--- config.mk ---
export PLATFORM = sky130hd
export DESIGN_NAME = bus_decoder
export DESIGN_NICKNAME = d
export VERILOG_FILES = /design/src/rtl/bus_dec_pkg.sv /design/src/rtl/mem_select.sv /design/src/rtl/disp_latch.sv /design/src/rtl/bus_decoder.sv
export SDC_FILE = /design/constraint.sdc
export NUM_CORES = 1
export LEC_CHECK = 0
export CORE_UTILIZATION = 27
export DETAILED_ROUTE_END_ITERATION = 12
export PLACE_DENSITY = 0.84
export SYNTH_ARGS = -nofsm -noshare
export SYNTH_HDL_FRONTEND = slang
export SYNTH_SLANG_ARGS = --single-unit
--- constraint.sdc ---
create_clock -name clk -period 1.6 [get_ports clk]
set_clock_uncertainty 0.1 [all_clocks]
set_input_delay 0.32 -clock clk [delete_from_list [all_inputs] [get_ports clk]]
set_output_delay 0.32 -clock clk [all_outputs]
set_load 0.02 [all_outputs]
--- src/rtl/bus_dec_pkg.sv ---
package bus_dec_pkg;
    typedef enum logic {
        DM_PORT  = 1'b0,
        DM_TRACE = 1'b1
    } disp_mode_e;
endpackage

--- src/rtl/mem_select.sv ---
module mem_select #(
    parameter int ADDR_W    = 8,
    parameter int ROM_DEPTH = 32
) (
    input  logic [ADDR_W-1:0] addr,
    input  logic              mem_rd,
    input  logic              mem_wr_in,
    input  logic              mon_sel,
    input  logic              wr_protect,
    input  logic              ram_off,
    output logic              rom_en,
    output logic              ram_en,
    output logic              mem_wr
);
    localparam int ROM_AW = $clog2(ROM_DEPTH);

    logic in_rom_window;

    // Upper address bits all zero means the access lies in the overlay window.
    assign in_rom_window = (addr[ADDR_W-1:ROM_AW] == '0);

    always_comb begin
        rom_en = mem_rd && mon_sel && in_rom_window;
        ram_en = (mem_rd || mem_wr_in) && !rom_en && !ram_off;
        mem_wr = mem_wr_in && !wr_protect;
    end
endmodule

--- src/rtl/disp_latch.sv ---
module disp_latch
    import bus_dec_pkg::*;
#(
    parameter int DATA_W = 8
) (
    input  logic              clk,
    input  logic              rst_n,
    input  logic              sstep,
    input  logic              port_ld,
    input  logic [DATA_W-1:0] dbus,
    output logic              disp_ld,
    output logic [DATA_W-1:0] disp
);
    disp_mode_e state_q, state_d;

    // State register.
    always_ff @(posedge clk or negedge rst_n) begin
        if (!rst_n) state_q <= DM_PORT;
        else        state_q <= state_d;
    end

    // Transitions: ENTER_TRACE and LEAVE_TRACE.
    always_comb begin
        state_d = state_q;
        unique case (state_q)
            DM_PORT:  if (sstep)  state_d = DM_TRACE;
            DM_TRACE: if (!sstep) state_d = DM_PORT;
            default:              state_d = DM_PORT;
        endcase
    end

    // Outputs.
    always_comb begin
        disp_ld = 1'b0;
        unique case (state_q)
            DM_PORT:  disp_ld = port_ld;
            DM_TRACE: disp_ld = 1'b1;
            default:  disp_ld = 1'b0;
        endcase
    end

    always_ff @(posedge clk or negedge rst_n) begin
        if (!rst_n)       disp <= '0;
        else if (disp_ld) disp <= dbus;
    end
endmodule

--- src/rtl/bus_decoder.sv ---
module bus_decoder #(
    parameter int ADDR_W    = 8,
    parameter int DATA_W    = 8,
    parameter int ROM_DEPTH = 32
) (
    input  logic              clk,
    input  logic              rst_n,
    input  logic [ADDR_W-1:0] addr,
    input  logic              mem_rd,
    input  logic              mem_wr_in,
    input  logic              tpb,
    input  logic              io_n2,
    input  logic              load_mode,
    input  logic              mon_sel,
    input  logic              wr_protect,
    input  logic              sstep,
    input  logic              ram_off,
    input  logic [DATA_W-1:0] dbus,
    output logic              rom_en,
    output logic              ram_en,
    output logic              mem_wr,
    output logic              disp_ld,
    output logic              kb_en,
    output logic [DATA_W-1:0] disp
);
    logic io_rd;
    logic port_ld;

    assign io_rd   = io_n2 && mem_rd;
    assign port_ld = io_rd && tpb;
    assign kb_en   = load_mode || io_rd;

    mem_select #(
        .ADDR_W    (ADDR_W),
        .ROM_DEPTH (ROM_DEPTH)
    ) u_msel (
        .addr       (addr),
        .mem_rd     (mem_rd),
        .mem_wr_in  (mem_wr_in),
        .mon_sel    (mon_sel),
        .wr_protect (wr_protect),
        .ram_off    (ram_off),
        .rom_en     (rom_en),
        .ram_en     (ram_en),
        .mem_wr     (mem_wr)
    );

    disp_latch #(
        .DATA_W (DATA_W)
    ) u_disp (
        .clk     (clk),
        .rst_n   (rst_n),
        .sstep   (sstep),
        .port_ld (port_ld),
        .dbus    (dbus),
        .disp_ld (disp_ld),
        .disp    (disp)
    );
endmodule

==> flow_summary.ini <==
[run_status]
status = finished, violations left
violations = setup timing

[setup_path]
r2r_slack_ns = 0.30
reg2reg_to = u_disp.disp[7]$_DFFE_PN0P_
worst-r2r-cell-count = 3
critPathKind = in -> out
cp_max_fo = 2
reg2reg_from = u_disp.state_q$_DFF_PN0_
worstPathArrival_ns = 1.18
critPathLaunchType = primary input
endpoint_kind = output port
worst_ep_required_time_ns = 1.18

[place]
port_buffers = 34
dp_hpwl_microns = 783
gp_congestion = 0.667

[floorplan]
core_area_sq_um = 1300
dieWidth_microns = 39.6
die_h_microns = 39.6
initial_utilization = 0.293
pin_count = 40
die-area_sq_um = 1570
rows = 13

[sta]
min_period_ns = 1.60
worst_slack_ns = -0.00207
layout_worst_path_cycle_share = 1.00
drv_slew = 0
fmax_mhz = 624
slew_headroom = 0.745
fin_setup_tns_ns = -0.00207
worstMarginPinSlew_ns = 0.382
holdWs_ns = 0.253
hold_viol_final = 0
setup_viol = 1

[run]
max_cap_violations = 0

[synth]
syn_area_sq_um = 382
synth.net_count = 52
avgSynthCellArea_sq_um = 15.3
yosysSeqAreaShare = 0.590
syn_inst = 25
yosysUniqueCellTypes = 10
synth-seq-cells = 9
yosysWarningCount = 0

[cts]
post_cts_buffers = 0
clock_sink_count = 9
htree_levels = 1
clk_pin_slew_worst_paths_ns = 0.06
cts_tree = yes
insertion_delay_ns = 0.25
root_buffer = clkbuf_4
cts_hold_buf = 0
cts_made_buffers = 3
clk_path_buf_depth = 2

[route]
ant_nets = 0
drt_first_pass_iters = 4
route.detailed.drc = 0
vias = 365
drt_wl_total_microns = 988
post_drt_wl_per_cell_microns = 12.4
via_per_inst = 4.56
drt_iter0_markers = 1

[grt]
grt_max_degree = 10
antenna_found_initial = 0
grt-ovfl-total = 0
grt_pass1_vias = 345
track_usage = 0.151
grt_pass1_wl_microns = 1480

[finish]
final_nets = 93
mostFrequentLayoutCells = clkdlybuf4s50_1 (14), dlygate4sd2_1 (12), dfrtp_1 (9), mux2_2 (8)
antenna_cells = 0
final_common_cell = clkdlybuf4s50_1
layout.core_utilization = 0.608
syn2layout_area_growth_pct = 107
drive_above_1_share = 0.338

[pwr]
leakagePower_nw = 0.358
pwr-share-seq = 0.431
p_sw_frac = 0.263
combPwrFrac = 0.294
power_density_nw_per_um2 = 764
pwr-share-clk = 0.275
switchingPower_w = 0.000159
ir_drop_uv = 514
internal-power_w = 0.000445

[min_path]
hold_class = in -> async
worst max-delay path by stage:
| stage | startpoint | endpoint | slack [ns] | depth (start not counted) |
|---|---|---|---|---|
| final | mon_sel | ram_en | -0.002 | 3 |
| after detailed placement | mem_rd | rom_en | -0.73 | 4 |
| after floorplan | mem_rd | ram_en | 0.15 | 2 |
| after global placement | mem_rd | rom_en | -0.64 | 4 |
| after CTS | addr[5] | rom_en | 0.0008 | 4 |
| after global routing | mon_sel | ram_en | -0.03 | 3 |
worst max-delay path, stage by stage:
cell and delay (ns):
clkdlybuf4s50_1 0.46, a211oi_2 0.22, buf_4 0.18
synth_stat cells, drive strengths merged:
| cell type | count | share of area |
|---|---|---|
| and2 | 1 | 0.016 |
| a21o | 1 | 0.023 |
| a31oi | 1 | 0.056 |
| inv | 1 | 0.0098 |
| dfrtp | 9 | 0.59 |
| a211oi | 1 | 0.020 |
| mux2 | 8 | 0.24 |
| nor2b | 1 | 0.016 |
| nor2 | 1 | 0.0098 |
| nor4b | 1 | 0.023 |
logic make-up (layout without fill, tap and decap cells):
logic type	count (synthesis)	after routing	share of synthesized area
AO/OA/AOI/OAI	3	3	0.0984
multiplexers	8	8	0.236
flip-flops	9	9	0.590
AND/OR/NAND/NOR	4	4	0.0656
buffers and inverters	1	41	0.00983
stage by stage:
stage | area, sq um | total power (W) | setup WS [ns] | std cells
global route | 791 | 0.000642 | -0.0306 | 80
global placement | 756 | 0.000457 | -0.645 | 76
detailed placement | 756 | 0.000462 | -0.732 | 76
CTS | 774 | 0.000610 | 0.000767 | 80
finish | 791 | 0.000604 | -0.00207 | 80
floorplan | 382 | 0.000336 | 0.148 | 25
state kept, by name (all words and copies together), names as in the netlist:
| name | cells |
|---|---|
| u_disp.disp | 8 |
| u_disp.state_q | 1 |
power groups by stage:
stage               combinational (W)  sequential, W  clock (W)
global route                 0.000190       0.000263   0.000188
global placement             0.000193       0.000264          0
floorplan                   0.0000435       0.000292          0
CTS                          0.000175       0.000261   0.000174
finish                       0.000178       0.000260   0.000166
detailed placement           0.000196       0.000266          0
layout make-up:
type	instances	area, sq um
clock buffer	4	26.3
fill	121	510
inverter	1	3.75
multi-input combinational	15	175
sequential	9	225
tap	15	18.8
timing repair buffer	36	342
repair_timing:
item | CTS | global route
gates resized for setup | 36 | 7
setup endpoints to repair | 13 | 4
pin swaps | 3 | 2
per-layer routing:
metal	global-route usage	vias to the layer above	share of wire
met4	0.0690	0	0.019
met5	0	-	0
met2	0.238	17	0.55
li1	-	171	-
met1	0.164	175	0.36
met3	0.0795	2	0.069
(Power assumes the default switching activity.)
